## config.mk

```make
export PLATFORM = sky130hd
export DESIGN_NAME = brj_decode_unit
export DESIGN_NICKNAME = d
export VERILOG_FILES = /design/src/rtl/brj_pkg.sv /design/src/rtl/brj_ifid_reg.sv /design/src/rtl/brj_bypass.sv /design/src/rtl/brj_target.sv /design/src/rtl/brj_resolve.sv /design/src/rtl/brj_decode_unit.sv
export SDC_FILE = /design/constraint.sdc
export NUM_CORES = 1
export LEC_CHECK = 0
export BUFFER_PORTS_ARGS = -buffer_cell sky130_fd_sc_hd__buf_2
export CAP_MARGIN = 15
export CORE_MARGIN = 10
export CORE_UTILIZATION = 50
export DETAILED_ROUTE_END_ITERATION = 7
export GPL_TIMING_DRIVEN = 0
export PLACE_DENSITY = 0.82
export SYNTH_ARGS = -nofsm -noshare
export SYNTH_HDL_FRONTEND = slang
export SYNTH_SLANG_ARGS = --single-unit
```

## constraint.sdc

```tcl
create_clock -name clk -period 4.3 [get_ports clk]
set_input_delay 0.215 -clock clk [delete_from_list [all_inputs] [get_ports clk]]
set_output_delay 0.215 -clock clk [all_outputs]
set_load 0.005 [all_outputs]
```

## src/rtl/brj_pkg.sv

```systemverilog
package brj_pkg;
  localparam logic [5:0] OP_BEQ = 6'h04;
  localparam logic [5:0] OP_BNE = 6'h05;
  localparam logic [5:0] OP_J   = 6'h02;

  typedef enum logic [1:0] {
    NPC_SEQ = 2'd0,
    NPC_BR  = 2'd1,
    NPC_JMP = 2'd2
  } npc_sel_e;
endpackage

```

## src/rtl/brj_ifid_reg.sv

```systemverilog
module brj_ifid_reg #(
  parameter int XLEN = 32
) (
  input  logic            clk,
  input  logic            rst_n,
  input  logic            hold,
  input  logic            flush,
  input  logic [XLEN-1:0] in_instr,
  input  logic [XLEN-1:0] in_pc4,
  output logic [XLEN-1:0] q_instr,
  output logic [XLEN-1:0] q_pc4
);
  logic            load_en;
  logic [XLEN-1:0] instr_d;

  always_comb begin
    load_en = !hold;
    instr_d = flush ? '0 : in_instr;
  end

  always_ff @(posedge clk or negedge rst_n) begin
    if (!rst_n) begin
      q_instr <= '0;
      q_pc4   <= '0;
    end else if (load_en) begin
      q_instr <= instr_d;
      q_pc4   <= in_pc4;
    end
  end

  // a taken redirect leaves a zero word in decode
  a_r7_flush_zeroes: assert property (@(posedge clk) disable iff (!rst_n)
    (flush && !hold) |=> (q_instr == '0));
  // stall freezes the decode word
  a_r11_hold_decode: assert property (@(posedge clk) disable iff (!rst_n)
    hold |=> $stable(q_instr));
endmodule

```

## src/rtl/brj_bypass.sv

```systemverilog
module brj_bypass #(
  parameter int XLEN = 32,
  parameter int RW   = 5
) (
  input  logic            clk,
  input  logic            rst_n,
  input  logic [RW-1:0]   src_idx,
  input  logic [XLEN-1:0] rf_val,
  input  logic [RW-1:0]   fwd_dst,
  input  logic            fwd_we,
  input  logic [XLEN-1:0] fwd_val,
  output logic [XLEN-1:0] opnd
);
  logic hit;

  always_comb begin
    hit  = fwd_we && (fwd_dst != '0) && (fwd_dst == src_idx);
    opnd = hit ? fwd_val : rf_val;
  end

  // register zero always reads from the register file path
  a_r10_zero_not_bypassed: assert property (@(posedge clk) disable iff (!rst_n)
    (src_idx == '0) |-> (opnd == rf_val));
endmodule

```

## src/rtl/brj_target.sv

```systemverilog
module brj_target #(
  parameter int XLEN = 32
) (
  input  logic [XLEN-1:0] pc4,
  input  logic [XLEN-1:0] instr,
  output logic [XLEN-1:0] br_tgt,
  output logic [XLEN-1:0] j_tgt
);
  localparam int OFFW = 16;
  localparam int IDXW = 26;
  localparam int HIW  = XLEN - IDXW - 2;

  logic [XLEN-1:0] off_scaled;

  always_comb begin
    off_scaled = {{(XLEN-OFFW-2){instr[OFFW-1]}}, instr[OFFW-1:0], 2'b00};
    br_tgt     = pc4 + off_scaled;
    j_tgt      = {pc4[XLEN-1 -: HIW], instr[IDXW-1:0], 2'b00};
  end
endmodule

```

## src/rtl/brj_resolve.sv

```systemverilog
module brj_resolve
  import brj_pkg::*;
#(
  parameter int XLEN = 32,
  parameter int RW   = 5
) (
  input  logic            clk,
  input  logic            rst_n,
  input  logic [5:0]      opcode,
  input  logic [RW-1:0]   rs,
  input  logic [RW-1:0]   rt,
  input  logic [XLEN-1:0] opa,
  input  logic [XLEN-1:0] opb,
  input  logic [RW-1:0]   ex_dst,
  input  logic            ex_we,
  input  logic [RW-1:0]   mem_dst,
  input  logic            mem_we,
  input  logic            mem_is_load,
  output npc_sel_e        sel,
  output logic            flush,
  output logic            stall
);
  logic is_br, is_j, ops_eq, take, ex_hz, ld_hz;

  always_comb begin
    is_br  = (opcode == OP_BEQ) || (opcode == OP_BNE);
    is_j   = (opcode == OP_J);
    ops_eq = (opa == opb);
    ex_hz  = ex_we && (ex_dst != '0) && ((ex_dst == rs) || (ex_dst == rt));
    ld_hz  = mem_is_load && mem_we && (mem_dst != '0) &&
             ((mem_dst == rs) || (mem_dst == rt));
    stall  = is_br && (ex_hz || ld_hz);
    take   = (opcode == OP_BEQ) ? ops_eq : !ops_eq;
    sel    = NPC_SEQ;
    if (is_j)                        sel = NPC_JMP;
    else if (is_br && !stall && take) sel = NPC_BR;
    flush  = (sel != NPC_SEQ);
  end

  // no redirect and no flush while waiting on an operand
  a_r11_stall_blocks_redirect: assert property (@(posedge clk) disable iff (!rst_n)
    stall |-> (sel == NPC_SEQ && !flush));
  // a jump always redirects and never waits
  a_r5_jump_redirects: assert property (@(posedge clk) disable iff (!rst_n)
    (opcode == OP_J) |-> (sel == NPC_JMP && flush && !stall));
endmodule

```

## src/rtl/brj_decode_unit.sv

```systemverilog
module brj_decode_unit
  import brj_pkg::*;
#(
  parameter int XLEN = 32,
  parameter int RW   = 5
) (
  input  logic            clk,
  input  logic            rst_n,
  input  logic [XLEN-1:0] fetch_instr,
  input  logic [XLEN-1:0] fetch_pc4,
  input  logic [XLEN-1:0] rf_rs_val,
  input  logic [XLEN-1:0] rf_rt_val,
  input  logic [RW-1:0]   ex_dst,
  input  logic            ex_we,
  input  logic [RW-1:0]   mem_dst,
  input  logic            mem_we,
  input  logic            mem_is_load,
  input  logic [XLEN-1:0] mem_result,
  output logic [XLEN-1:0] id_instr,
  output logic [XLEN-1:0] id_pc4,
  output logic [1:0]      pc_sel,
  output logic [XLEN-1:0] next_pc,
  output logic            flush_if,
  output logic            stall_req
);
  localparam int NOPS  = 2;
  localparam int RS_LO = XLEN - 6 - RW;
  localparam int RT_LO = RS_LO - RW;

  logic            rst_meta, rst_sync;
  logic [RW-1:0]   src_idx [NOPS];
  logic [XLEN-1:0] src_rf  [NOPS];
  logic [XLEN-1:0] src_op  [NOPS];
  logic [XLEN-1:0] br_tgt, j_tgt;
  npc_sel_e        sel;

  // asynchronous assertion, synchronous release
  always_ff @(posedge clk or negedge rst_n) begin
    if (!rst_n) begin
      rst_meta <= 1'b0;
      rst_sync <= 1'b0;
    end else begin
      rst_meta <= 1'b1;
      rst_sync <= rst_meta;
    end
  end

  brj_ifid_reg #(.XLEN(XLEN)) u_ifid (
    .clk(clk), .rst_n(rst_sync), .hold(stall_req), .flush(flush_if),
    .in_instr(fetch_instr), .in_pc4(fetch_pc4),
    .q_instr(id_instr), .q_pc4(id_pc4)
  );

  always_comb begin
    src_idx[0] = id_instr[RS_LO +: RW];
    src_idx[1] = id_instr[RT_LO +: RW];
    src_rf[0]  = rf_rs_val;
    src_rf[1]  = rf_rt_val;
  end

  for (genvar g = 0; g < NOPS; g++) begin : g_byp
    brj_bypass #(.XLEN(XLEN), .RW(RW)) u_byp (
      .clk(clk), .rst_n(rst_sync),
      .src_idx(src_idx[g]), .rf_val(src_rf[g]),
      .fwd_dst(mem_dst), .fwd_we(mem_we), .fwd_val(mem_result),
      .opnd(src_op[g])
    );
  end

  brj_target #(.XLEN(XLEN)) u_tgt (
    .pc4(id_pc4), .instr(id_instr), .br_tgt(br_tgt), .j_tgt(j_tgt)
  );

  brj_resolve #(.XLEN(XLEN), .RW(RW)) u_res (
    .clk(clk), .rst_n(rst_sync),
    .opcode(id_instr[XLEN-1 -: 6]), .rs(src_idx[0]), .rt(src_idx[1]),
    .opa(src_op[0]), .opb(src_op[1]),
    .ex_dst(ex_dst), .ex_we(ex_we),
    .mem_dst(mem_dst), .mem_we(mem_we), .mem_is_load(mem_is_load),
    .sel(sel), .flush(flush_if), .stall(stall_req)
  );

  always_comb begin
    pc_sel = sel;
    unique case (sel)
      NPC_BR:  next_pc = br_tgt;
      NPC_JMP: next_pc = j_tgt;
      default: next_pc = fetch_pc4;
    endcase
  end

  // the selected source reaches next_pc
  a_r6_seq_passes_fetch: assert property (@(posedge clk) disable iff (!rst_sync)
    (pc_sel == 2'd0) |-> (next_pc == fetch_pc4 && !flush_if));
endmodule

```

==> Yosys cells after proc, flatten, opt, wreduce, memory -nomap -nowiden <==
Index checks and enable logic that the tools add are counted.
{ "word_totals": {"in_bits": 175, "reg_bits": 66, "out_inout_bits": 100} }
{ "op_classes": {"n_eq_ne": 10, "mux": 7, "addsub": 1, "n_reduce_logical": 20} }
{ "ops": {"columns": ["cell", "count"], "rows": [
  ["$mux W32", 3],
  ["$pmux W32 S2", 1],
  ["$add A32 B32 Y32", 1],
  ["$eq A32 B32 Y1", 1],
  ["$eq A5 B5 Y1", 4],
  ["$eq A6 B3 Y1 const B", 2],
  ["$logic_and A1 B1 Y1", 11],
  ["$reduce_bool A5 Y1", 2],
  ["$eq A6 B2 Y1 const B", 1],
  ["$logic_or A1 B1 Y1", 4],
  ["$eq A2 B1 Y1 const B", 1],
  ["$eq A2 B2 Y1 const B", 1],
  ["$logic_not A1 Y1", 2],
  ["$mux W1", 2],
  ["$mux W2", 1],
  ["$reduce_bool A2 Y1", 1]
]} }

==> Longest topological paths before layout <==
{ "logic_depth": {"ltp_word": 12, "ltp_mapped": 16} }

==> Cells and area by module <==
Synthesis repeated with hierarchy kept, for this count alone.
{ "unflattened": {"hier_cells": 758, "area_unflattened_um2": 7098.1} }
{ "modules_own_cells": {"columns": ["mod", "area_per_inst_um2", "cells_each", "n_inst"], "rows": [
  ["brj_ifid_reg", 2681.3, 205, 1],
  ["brj_target", 1859.3, 258, 1],
  ["brj_bypass", 594.3, 45, 2],
  ["brj_decode_unit", 698.2, 116, 1],
  ["brj_resolve", 670.6, 89, 1]
]} }

==> Worst setup path after synthesis <==
Ideal clock, no wire load.
{ "synth_timing": {"path_kind": "register to output", "from": "register u_ifid.q_instr[21]", "to": "output port next_pc[25]", "path_stages_with_launch": 15, "path_buffers": 4, "arrival_ns": 3.471, "slack_ns": 0.614, "required_time_ns": 4.085, "path_cell_list": "dfrtp_1 -> xnor2_1 -> nand2_1 -> or4_1 -> buf_2 -> buf_2 -> buf_1 -> o22ai_1 -> o2111ai_1 -> or4_1 -> or3_4 -> nand2_4 -> nor2_4 -> buf_6 -> a221o_1"} }
{ "synth_between": {"elab_chain_cells": 12, "elab_cells_between_ends": 21, "classes_between": "eq/ne (5); mux (5); reduce/logical (11)"} }
{ "synth_rtl": {"columns": ["element", "line_no", "source"], "rows": [
  ["from (decl)", "brj_ifid_reg.sv:10", "output logic [XLEN-1:0] q_instr,"],
  ["from (signal assigned)", "brj_ifid_reg.sv:26", "q_instr <= instr_d;"],
  ["branches (longest 7 deep; another with $mux W32)", null, null],
  ["$logic_and A1 B1 Y1 *", "brj_resolve.sv:36", "else if (is_br && !stall && take) sel = NPC_BR;"],
  ["$mux W1 *", "brj_resolve.sv:36", null],
  ["$mux W2 *", "brj_resolve.sv:35", "if (is_j) sel = NPC_JMP;"],
  ["$eq A2 B2 Y1 or $eq A2 B1 Y1 (tied branches)", "brj_decode_unit.sv:85", "unique case (sel)"],
  ["$pmux W32 S2 *", "brj_decode_unit.sv:85", null],
  ["to (decl)", "brj_decode_unit.sv:22", "output logic [XLEN-1:0] next_pc,"]
]} }
Mark *: on every way between the ends.

==> Worst setup path in the final report <==
{ "layout_timing": {"from": "register u_ifid.q_instr[25]", "to": "output port next_pc[7]"} }
Same word-level chain as after synthesis.

==> summary.txt <==
Layout
  • Filler cells: 1018
  • Final core utilization: 72.6%
  • Synthesis-to-finish area growth: 42.0%
  • Sequential Area: 0.00167 mm²
  • Fraction of layout cells with a size suffix above 1: 36.0%
  • Area of the multi-input gates: 0.00494 mm²
  • Final std cells w/o fill: 1430
  • Nets: 1450

GRT
  • Vias in the first global route: roughly 8600
  • Initial antenna violation count: 2
  • First-pass GRT wire length: roughly 45000 µm
  • Largest net degree at the start of global routing: 65
  • GRT overflow: 0
  • Gr usage total: 29.8%

Synth
  • Yosys top cell by area: dfrtp_1
  • Largest cells by area after synthesis: dfrtp_1, nand2_1, a311oi_1, xnor2_1, ha_1
  • Post-synthesis sequential area ratio: 24.3%
  • Yosys cell types: 57
  • Primary FF master, synth: dfrtp_1
  • Post-Synthesis Cells: 925
  • Number of synthesized flops with an enable pin: 0
  • Mean Syn Cell Area: roughly 7.3 µm²
  • FF+latch count, synth: 66
  • Yosys warnings: 0
  • Mapped cell area: 0.00679 mm²
  • Area fraction of the dominant cell type after synthesis: 24.3%
  • Syn Nets: 1130
  • Async SR Flop Fraction: 100%

Clocking
  • Worst-Skew Late Latency: 0.34 ns
  • Clk buf depth: 2
  • Root buffer cell: clkbuf_16
  • CTS Buf Count: 9
  • Reg clk slew, reported paths: 0.06 ns
  • H-Tree Depth: 3
  • TritonCTS clock tree: built
  • Total clock sinks: 66

Floorplan
  • Die width: between 100 and 150 µm
  • DIE AREA: around 0.019 mm²
  • Num ports: about 280
  • Core box area: between 0.01 and 0.015 mm²
  • Starting Density: 51.1%
  • DIE HEIGHT: 137 µm
  • Rows: 42

Critical path
  • Crit path max fanout: 10
  • Delay-heaviest family, CP: simple AND/OR/NAND/NOR gates
  • Crit. End Element: output port
  • Reg2Reg Depth: 15
  • CP Cell Sequence: xnor2_2 > nand2_1 > or4_4 > buf_4 > clkbuf_8 > o22ai_1 > o2111ai_1 > or4_4 > or3_4 > nand2_4 > nor2_4 > buf_6 > a221o_1 > buf_2
  • Critical path class: reg2out
  • Crit path buffers/inverters: 4
  • Reg2reg start: u_ifid.q_instr[25]
  • Crit path from: u_ifid.q_instr[25]
  • Worst r2r dst: u_ifid.q_instr[21]
  • Slowest CP cell: or4_4
  • Worst path required time: 4.09 ns
  • Setup crit start kind: flip-flop
  • Max incr delay on CP: 0.61 ns
  • R2r setup slk: 0.15 ns
  • Cell mode on critical path: or4_4
  • Critical Path AT: 4.31 ns

Placement
  • Total placed cells including tap cells: 1375
  • GP Congestion: 0.997
  • Post-DP HPWL: 22100 µm
  • PortBufs: 274

Detailed routing
  • Vias/cell: 6.27
  • 1st-pass router iterations: 6
  • Post-route DRC: 0
  • Average wire per standard cell: 21.3 µm
  • DRT antenna net count: 0
  • Starting DRT DRC Count: 857
  • Post-Route WL: 30500 µm
  • Via count: 8973

Timing
  • FMAX: roughly 220 MHz
  • Final Max Slew Viols: 0
  • Worst Tran Pin Value: around 0.85 ns
  • Tcrit/Tclk final: 105%
  • Setup ws final: -0.223 ns
  • RSZ-0062 raised after global routing: true
  • Final hold violation count: 0
  • Minimum clock period: 4.52 ns
  • Fin Clk Skew: ~0.0058 ns
  • Slew HR: 43.2%
  • Final setup fails: 33

Pwr
  • Worst VDD drop: between 0.0002 and 0.00025 V
  • Power Total: between 2 and 2.5 mW
  • Pwr Density: 243 mW/mm²
  • Internal power: 1.54 mW
  • Clk network pwr share: 34.7%
  • Part of the power in registers: between 30% and 40%
  • Switching share of power: 34.5%
  • P_sw: 809 µW
  • Leak pwr: roughly 4.7 nW
  • Comb pwr share: 34.9%

Hold path
  • Min-Delay Endpoint: u_ifid.q_instr[28]
  • Worst Hold Launch: fetch_instr[28]
  • Hold path depth: 2
  • Hold/Removal Path Class: in2reg

Status
  • Violated checks: setup timing
  • Outcome: complete, but fails checks

Flow run
  • Max Cap Viol: 0
## power by group through the flow
stage | clock network [mW] | registers, mW | logic (mW)
after global placement | 0 | 0.727 | 0.680
after global routing | 0.842 | 0.721 | 0.887
after detailed placement | 0 | 0.728 | 0.692
after CTS | 0.812 | 0.716 | 0.739
after floorplan | 0 | 0.715 | 0.418
final | 0.814 | 0.715 | 0.819
## registers in the layout, summed over array words and instances (netlist names)
register        flops
u_ifid.q_instr     32
u_ifid.q_pc4       32
rst_sync            1
rst_meta            1
## layout make-up
class                      instances  area share, %
multi-input combinational        703           51.3
timing repair buffer             311           17.5
sequential                        66           17.3
buffer                            65           4.68
inverter                          89           3.51
clock buffer                       9           2.33
tap                              176           2.28
clock inverter                     7           1.05
antenna                            4          0.104
## metrics by stage
step / setup WS, ns / cell area, µm² / TNS [ns] / hold WS, ns
after CTS: 0.000211 / 9080 / 0 / 0.0725
final: -0.223 / 9650 / -3.64 / 0.0766
after global routing: -0.243 / 9640 / -4.91 / 0.0843
after detailed placement: -0.392 / 8390 / -10.11 / 0.00331
after floorplan: 0.614 / 6790 / 0 / -0.0806
after global placement: -0.362 / 8390 / -8.27 / 0.00162
## Yosys cell counts, types with 3 or more instances
library cell,instances
nand3_1,11
nor2_1,43
clkbuf_1,39
a32oi_1,3
nand2_1,166
o21ai_0,52
ha_1,29
a311oi_1,57
nor4b_1,25
o22ai_1,25
a21o_1,23
o2111ai_1,7
nor4_1,32
inv_1,87
nand2b_1,8
o21ai_1,12
a31oi_1,10
a22oi_1,20
or3_1,3
or4_1,5
xor2_1,20
buf_2,22
a21oi_1,33
a221o_1,7
and3_1,10
xnor2_1,56
dfrtp_1,66
nor3_1,6
buf_4,3
o21bai_1,6
a211oi_1,4
## worst max-delay path by stage
stage,end,cells past startpoint
after detailed placement,next_pc[31],14
after floorplan,next_pc[25],14
after CTS,next_pc[7],15
final,next_pc[7],14
after global placement,next_pc[31],14
after global routing,next_pc[7],14
## layer usage
layer | track usage (%) | wire (µm) | vias up
li1 | - | - | 4015
met1 | 34.9 | 11200 | 4177
met2 | 49.2 | 14400 | 640
met3 | 7.73 | 3500 | 141
met4 | 15.0 | 1510 | 0
met5 | 0 | 0 | -
## kinds of logic after synthesis
group	after synthesis	synth area share, %
other	1	0.0552
AOI/OAI and AO/OA	277	28.2
DFF	66	24.3
buffers and inverters	156	9.30
and+or+nand+nor	319	22.7
adders and majority gates	30	5.64
xor gates and xnor gates	76	9.80
## repair_timing
action	in CTS	in global routing
pin swaps	10	13
resized for setup	70	101
setup endpoints to repair	61	33
setup buffers	10	23
endpoints found under the hold margin	2	0
cloned	0	3
hold buffers	1	0
## layout by cell type, fill, tap and decap left out, types with 22 or more instances in the layout
cell	n
a21oi_1	29
ha_1	29
o21ai_0	42
inv_1	87
nor2_1	43
a21o_1	23
nand2_1	166
clkbuf_1	22
buf_2	286
buf_4	38
a311oi_1	57
dfrtp_1	55
nor4_1	25
xnor2_1	52
## worst register-to-register path, cell delays in order, from the launching register on
cell       delay [ns]
dfrtp_2          0.43
xnor2_2          0.12
nand2_1          0.09
or4_4            0.61
buf_4            0.22
clkbuf_8         0.18
o22ai_1          0.28
o2111ai_1        0.20
or4_4            0.57
o211ai_4         0.29
nand2_4          0.11
nor2_4           0.18
clkinv_4         0.17
buf_8            0.17
buf_4            0.16
o21ai_0          0.27
Power figures use the tool's default switching activity.
